## config.mk

```make
export PLATFORM = sky130hd
export DESIGN_NAME = ioxRegBank
export DESIGN_NICKNAME = d
export VERILOG_FILES = /design/src/rtl/ioxRegPkg.sv /design/src/rtl/ioxRegCtrl.sv /design/src/rtl/ioxRegData.sv /design/src/rtl/ioxRegBank.sv
export SDC_FILE = /design/constraint.sdc
export NUM_CORES = 1
export LEC_CHECK = 0
export ABC_CLOCK_PERIOD_IN_PS = 2960
export BUFFER_PORTS_ARGS = -buffer_cell sky130_fd_sc_hd__buf_4
export CAP_MARGIN = 0
export CORE_ASPECT_RATIO = 0.6
export CORE_MARGIN = 2
export CORE_UTILIZATION = 56
export DETAILED_ROUTE_END_ITERATION = 12
export PLACE_DENSITY = 0.75
export SETUP_SLACK_MARGIN = 0.4
export SLEW_MARGIN = 0
export SYNTH_ARGS = -nofsm -noshare
export SYNTH_HDL_FRONTEND = slang
export SYNTH_HIERARCHICAL = 1
export SYNTH_SLANG_ARGS = --single-unit
```

## constraint.sdc

```tcl
create_clock -name clk -period 2.96 [get_ports clk]
set_input_delay 0.148 -clock clk [delete_from_list [all_inputs] [get_ports clk]]
set_output_delay 0.148 -clock clk [all_outputs]
set_load 0.01 [all_outputs]
```

## src/rtl/ioxRegPkg.sv

```systemverilog
package ioxRegPkg;

  localparam int DATA_W      = 8;
  localparam int ADDR_W      = 8;
  localparam int PIN_CNT     = 9;
  localparam int LOW_USER    = 64;
  localparam int HIGH_USER   = 3;
  localparam int NV_USER     = LOW_USER + HIGH_USER;
  localparam int SHADOW_CNT  = 5;
  localparam int SCRATCH_CNT = 6;
  localparam int USER_IDX_W  = $clog2(NV_USER);
  localparam int SHADOW_IDX_W  = $clog2(SHADOW_CNT);
  localparam int SCRATCH_IDX_W = $clog2(SCRATCH_CNT);

  // Address map boundaries (decode order matters)
  localparam logic [ADDR_W-1:0] BASE_RESERVED = 8'h40;
  localparam logic [ADDR_W-1:0] BASE_SHADOW   = 8'hF0;
  localparam logic [ADDR_W-1:0] BASE_HIUSER   = 8'hF5;
  localparam logic [ADDR_W-1:0] BASE_STATUS   = 8'hF8;
  localparam logic [ADDR_W-1:0] BASE_SCRATCH  = 8'hFA;

  // Shadowed register slots
  localparam int SH_PULLUP_LO = 0;
  localparam int SH_PULLUP_HI = 1;
  localparam int SH_DRIVE_LO  = 2;
  localparam int SH_DRIVE_HI  = 3;
  localparam int SH_CFG       = 4;

  typedef logic [SHADOW_CNT-1:0][DATA_W-1:0] shadowBank_t;

  typedef enum logic [2:0] {
    RD_ZERO, RD_USER, RD_SHADOW, RD_STATUS, RD_SCRATCH
  } rdSel_e;

  typedef struct packed {
    logic                     userWr;
    logic                     shadowWr;
    logic                     nvWr;
    logic                     scratchWr;
    logic                     rdEn;
    rdSel_e                   rdSel;
    logic [USER_IDX_W-1:0]    userIdx;
    logic [SHADOW_IDX_W-1:0]  shadowIdx;
    logic                     statusIdx;
    logic [SCRATCH_IDX_W-1:0] scratchIdx;
  } ctlStrobe_t;

  // Single-pin registers keep only bit 0
  function automatic logic [DATA_W-1:0] shadowMask(int idx);
    return (idx == SH_PULLUP_HI || idx == SH_DRIVE_HI || idx == SH_CFG) ?
           DATA_W'(1) : {DATA_W{1'b1}};
  endfunction

  function automatic shadowBank_t shadowInit();
    shadowBank_t bank;
    for (int i = 0; i < SHADOW_CNT; i++) bank[i] = '0;
    bank[SH_DRIVE_LO] = {DATA_W{1'b1}};
    bank[SH_DRIVE_HI] = DATA_W'(1);
    return bank;
  endfunction

endpackage

```

## src/rtl/ioxRegCtrl.sv

```systemverilog
module ioxRegCtrl
  import ioxRegPkg::*;
(
  input  logic [ADDR_W-1:0] hostAddr,
  input  logic              hostWr,
  input  logic              hostRd,
  input  logic              cfgProtect,
  output ctlStrobe_t        ctl
);

  always_comb begin
    ctl       = '0;
    ctl.rdSel = RD_ZERO;
    ctl.rdEn  = hostRd;
    if (hostAddr < BASE_RESERVED) begin
      ctl.rdSel   = RD_USER;
      ctl.userWr  = hostWr;
      ctl.userIdx = USER_IDX_W'(hostAddr);
    end else if (hostAddr < BASE_SHADOW) begin
      ctl.rdSel = RD_ZERO;
    end else if (hostAddr < BASE_HIUSER) begin
      ctl.rdSel     = RD_SHADOW;
      ctl.shadowWr  = hostWr;
      ctl.nvWr      = hostWr && !cfgProtect;
      ctl.shadowIdx = SHADOW_IDX_W'(hostAddr - BASE_SHADOW);
    end else if (hostAddr < BASE_STATUS) begin
      ctl.rdSel   = RD_USER;
      ctl.userWr  = hostWr;
      ctl.userIdx = USER_IDX_W'(LOW_USER) + USER_IDX_W'(hostAddr - BASE_HIUSER);
    end else if (hostAddr < BASE_SCRATCH) begin
      ctl.rdSel     = RD_STATUS;
      ctl.statusIdx = hostAddr[0];
    end else begin
      ctl.rdSel      = RD_SCRATCH;
      ctl.scratchWr  = hostWr;
      ctl.scratchIdx = SCRATCH_IDX_W'(hostAddr - BASE_SCRATCH);
    end
  end

endmodule

```

## src/rtl/ioxRegData.sv

```systemverilog
module ioxRegData
  import ioxRegPkg::*;
(
  input  logic               clk,
  input  logic               rstN,
  input  ctlStrobe_t         ctl,
  input  logic [DATA_W-1:0]  hostWdata,
  input  logic [PIN_CNT-1:0] pinIn,
  output logic [DATA_W-1:0]  hostRdata,
  output logic [PIN_CNT-1:0] pullUpEn,
  output logic [PIN_CNT-1:0] pullDownEn,
  output logic               cfgProtect
);

  logic [DATA_W-1:0] nvUser [NV_USER] = '{default: '0};
  shadowBank_t       nvShadow = shadowInit();
  shadowBank_t       shadow;
  logic [SCRATCH_CNT-1:0][DATA_W-1:0] scratch;
  logic [PIN_CNT-1:0] pinMeta;
  logic [PIN_CNT-1:0] pinSync;
  logic [DATA_W-1:0]  rdNext;

  // Persistent user bytes: untouched by reset
  always_ff @(posedge clk) begin
    if (rstN && ctl.userWr) nvUser[ctl.userIdx] <= hostWdata;
  end

  // Persistent and shadow copies of the control registers
  always_ff @(posedge clk) begin
    for (int i = 0; i < SHADOW_CNT; i++) begin
      if (rstN && ctl.nvWr && ctl.shadowIdx == SHADOW_IDX_W'(i))
        nvShadow[i] <= hostWdata & shadowMask(i);
    end
  end

  always_ff @(posedge clk) begin
    if (!rstN) begin
      shadow <= nvShadow;
    end else begin
      for (int i = 0; i < SHADOW_CNT; i++) begin
        if (ctl.shadowWr && ctl.shadowIdx == SHADOW_IDX_W'(i))
          shadow[i] <= hostWdata & shadowMask(i);
      end
    end
  end

  always_ff @(posedge clk) begin
    if (!rstN)             scratch <= '0;
    else if (ctl.scratchWr) scratch[ctl.scratchIdx] <= hostWdata;
  end

  always_ff @(posedge clk) begin
    if (!rstN) begin
      pinMeta <= '0;
      pinSync <= '0;
    end else begin
      pinMeta <= pinIn;
      pinSync <= pinMeta;
    end
  end

  always_comb begin
    unique case (ctl.rdSel)
      RD_USER:    rdNext = nvUser[ctl.userIdx];
      RD_SHADOW:  rdNext = shadow[ctl.shadowIdx];
      RD_STATUS:  rdNext = ctl.statusIdx ? DATA_W'(pinSync[PIN_CNT-1]) : pinSync[DATA_W-1:0];
      RD_SCRATCH: rdNext = scratch[ctl.scratchIdx];
      default:    rdNext = '0;
    endcase
  end

  always_ff @(posedge clk) begin
    if (!rstN)         hostRdata <= '0;
    else if (ctl.rdEn) hostRdata <= rdNext;
  end

  assign cfgProtect = shadow[SH_CFG][0];
  assign pullUpEn   = {shadow[SH_PULLUP_HI][0], shadow[SH_PULLUP_LO]};
  assign pullDownEn = ~{shadow[SH_DRIVE_HI][0], shadow[SH_DRIVE_LO]};

  AST_PROTECT_SHADOW_ONLY: assert property (@(posedge clk) disable iff (!rstN)
    (ctl.shadowWr && !ctl.nvWr) |=> $stable(nvShadow));
  AST_SHADOW_QUIET: assert property (@(posedge clk) disable iff (!rstN)
    !ctl.shadowWr |=> $stable(shadow));
  AST_RESET_RESTORE: assert property (@(posedge clk) disable iff (!rstN)
    $rose(rstN) |-> (shadow == nvShadow));
  AST_SCRATCH_QUIET: assert property (@(posedge clk) disable iff (!rstN)
    !ctl.scratchWr |=> $stable(scratch));
  AST_RDATA_HOLD: assert property (@(posedge clk) disable iff (!rstN)
    !ctl.rdEn |=> $stable(hostRdata));

endmodule

```

## src/rtl/ioxRegBank.sv

```systemverilog
module ioxRegBank
  import ioxRegPkg::*;
(
  input  logic               clk,
  input  logic               rstN,
  input  logic [2:0]         strapAddr,
  output logic [6:0]         devAddr,
  input  logic [ADDR_W-1:0]  hostAddr,
  input  logic [DATA_W-1:0]  hostWdata,
  input  logic               hostWr,
  input  logic               hostRd,
  output logic [DATA_W-1:0]  hostRdata,
  input  logic [PIN_CNT-1:0] pinIn,
  output logic [PIN_CNT-1:0] pullUpEn,
  output logic [PIN_CNT-1:0] pullDownEn
);

  ctlStrobe_t ctl;
  logic       cfgProtect;

  assign devAddr = {4'b1010, strapAddr};

  ioxRegCtrl u_ctrl (
    .hostAddr   (hostAddr),
    .hostWr     (hostWr),
    .hostRd     (hostRd),
    .cfgProtect (cfgProtect),
    .ctl        (ctl)
  );

  ioxRegData u_data (
    .clk        (clk),
    .rstN       (rstN),
    .ctl        (ctl),
    .hostWdata  (hostWdata),
    .pinIn      (pinIn),
    .hostRdata  (hostRdata),
    .pullUpEn   (pullUpEn),
    .pullDownEn (pullDownEn),
    .cfgProtect (cfgProtect)
  );

endmodule

```

==> results.yml <==
status:
  status: "completed"
min_path:
  hp-class: "in2reg"
  holdCritStartpoint: "hostRd"
  hold_depth: 4
  hold_end: "u_data/hostRdata[1]"
setup_path:
  rr_worst_depth: 6
  crit_type: "in2reg"
  start_kind: "input pin"
  crit_required_ps: 3500
  critPathLaunch: "hostAddr[0]"
  rrSetupSlack_ps: 800
  critPathMaxFanout: 13
  rr_endpoint: "u_data/hostRdata[3]"
  end_kind: "register"
  arrival_ps: 3150
  r2r_start: "u_data/nvUser[12][3]"
route:
  avgViaCountPerCell: 6.54
  drt_iter0_markers: 2404
  wl_met3_um: 11600
  wl_met1_um: 31400
  top_layer: "met5"
  drt-total-wl_um: 73500
  wl_met2_um: 29000
  wl_per_cell_um: 28.1
  vias: 17100
  drtAntennaViolNets: 0
  post-route-drc-count: 0
  first_pass_iters: 5
clocking:
  clk_pin_slew_ps: 70
  clockBufferDepth: 3
  cts_tree: "built"
  numClockSinks: 648
  cts_buffers: 54
  clk_latency_ps: 620
  cts_root_buf: "clkbuf_16"
  cts_max_level: 2
synth:
  syn_area_mm2: 0.0265
  synth_edf_count: 574
  yosysTopAreaCellShare_pct: 65.2
  synth_area_leaders: "edfxtp_1 (65%), mux2i_1 (6.2%), dfxtp_1 (5.6%)"
  ys_ff_latch: 648
  synth_ff_type: "edfxtp_1"
  netlist.top_cell.by_area: "edfxtp_1"
  yosysUniqueCellTypes: 79
  ys_top_cells_by_count: "edfxtp_1 (574), mux2i_1 (164), nand2_1 (140)"
  synth_warnings: 6
  synth.most_common_cell: "edfxtp_1"
  ys_seq_area_share_pct: 70.8
  avgSynthCellArea_um2: 14.8
  netlist_instances: 1784
  postSynth.asyncResetShare_pct: 0
cells_and_area:
  syn_to_final_growth_pct: 16.7
  fillers: 3115
  nets: 1980
  n_antenna_cell: 0
  layout-drive-gt1-share_pct: 22.7
timing:
  timing.fmax_mhz: 384
  layout_setup_ws_ps: 354
  drv_slew: 0
  period_share_pct: 88.0
  setup_violations: 0
  rsz0062_at_grt: "true"
  fin_crit_ps: 2610
  finClkSkew_ps: 35.1
  worst_pin_slew_ps: 1000
  slew-limit-headroom_pct: 33.1
  hold_viol_final: 0
global_routing:
  grt_pass1_vias: 15800
  grt_max_degree: 77
  grt_pass1_wl_um: 106000
  antenna_found_initial: 1
  overflow: 0
  grt_usage_pct: 29.7
pwr:
  switching_share_pct: 21.8
  p_comb_share_pct: 6.0
  p_switching_mw: 3.96
  p_clk_share_pct: 38.9
  p_leak_nw: 10.0
  power_mw: 18.1
  ir_worst_vdd_v: 0.000557
  intPower_mw: 14.2
  p_per_area_mw_per_mm2: 588
  seqPwrFrac_pct: 55.1
floorplanning:
  initial_core_util_pct: 56.9
  coreArea_mm2: 0.0465
  die_area_mm2: 0.0490
  rows: 61
  die_w_um: 285
  io_pins: 65
  die_h_um: 172
placed_design:
  dpl.hpwl_um: 48700
  routabilityCongestion: 1.04
  port_buffers: 54
  pre_cts_ws_ps: -331
run:
  maxCapViolations: 0
-- logic make-up after synthesis --
| group | count (synthesis) | synth area share [%] |
|---|---|---|
| flops | 648 | 70.8 |
| mux | 207 | 8.48 |
| fa+ha+maj | 3 | 0.142 |
| other cells | 2 | 0.0284 |
| buf+inv | 162 | 3.41 |
| simple gates | 398 | 6.99 |
| compound gates | 364 | 10.2 |
-- worst max-delay path: stages --
cell	delay (ps)
buf_4	80
inv_1	50
ha_2	180
nand2b_4	140
or3_4	400
o21ai_4	250
and2b_2	340
buf_4	220
buf_4	210
a22oi_1	320
nand3_1	210
a41oi_4	340
nor3_1	90
a21oi_1	140
-- cell usage in the layout (no fill, tap or decap), types with 16 or more instances in the layout --
cell type	netlist	routed
nor2b_1	17	16
and2_1	29	26
buf_12	3	22
a21boi_0	48	48
a21oi_1	33	33
a221oi_1	67	65
o21ai_0	50	48
nand3_1	32	32
mux2i_1	164	164
inv_1	37	37
mux2_2	31	31
clkinv_1	0	16
buf_4	33	194
a22oi_1	69	63
clkbuf_16	0	57
nor2_1	115	55
edfxtp_1	574	574
dfxtp_1	74	74
nand2_1	140	127
nor2_4	2	53
-- power by group through the flow --
stage               registers (mW)  clock network, mW  logic, mW
floorplan                     10.2                  0      0.520
global placement              10.2                  0       1.01
detailed placement            10.2                  0       1.03
CTS                           9.99               7.12       1.05
global route                  9.99               7.48       1.13
finish                        9.99               7.07       1.09
-- registers in the layout, summed over array words and instances (netlist names) --
signal,count
u_data/cfgProtect,1
u_data/hostRdata,8
u_data/nvShadow,19
u_data/nvUser,536
u_data/pinMeta,9
u_data/pinSync,9
u_data/pullUpEn,9
u_data/scratch,48
u_data/shadow,9
-- worst max path at each step --
| stage | end | slack [ps] | depth (start not counted) |
|---|---|---|---|
| finish | u_data/hostRdata[5] | 350 | 14 |
| global route | u_data/hostRdata[5] | 340 | 14 |
| CTS | u_data/hostRdata[6] | 430 | 14 |
| detailed placement | u_data/hostRdata[5] | -330 | 14 |
| global placement | u_data/hostRdata[6] | -310 | 14 |
| floorplan | u_data/hostRdata[4] | 330 | 13 |
-- cell type report --
| cell class | instances | area [um2] | area share (%) |
|---|---|---|---|
| clock buffer | 64 | 1450 | 4.71 |
| clock inverter | 36 | 272 | 0.880 |
| inverter | 38 | 143 | 0.462 |
| multi-input combinational | 976 | 7490 | 24.3 |
| sequential | 648 | 18700 | 60.6 |
| tap | 630 | 788 | 2.55 |
| timing repair buffer | 227 | 2010 | 6.50 |
-- per-stage QoR --
stage	setup TNS, ps	cells	cell area, um2	hold slack [ps]	util [%]
after detailed placement	-1830	2508	29000	296	62.3
after global routing	0	2619	30900	47.4	66.4
final	0	2619	30900	39.0	66.4
after CTS	0	2619	30800	19.5	66.3
after floorplan	0	1786	27000	247	-
after global placement	-1360	2508	29000	296	62.3
-- layer usage --
| metal | GRT usage [%] | vias up |
|---|---|---|
| li1 | - | 7217 |
| met2 | 38.8 | 1181 |
| met5 | 0 | - |
| met3 | 11.5 | 125 |
| met4 | 6.02 | 2 |
| met1 | 46.5 | 8615 |
-- timing repair --
item	CTS	global route
setup endpoints to repair	2	15
hold buffers	11	0
resized for setup	2	15
endpoints found under the hold margin	12	0
buffers inserted	0	0
pin swaps	0	0
Power figures use the tool's default switching activity.
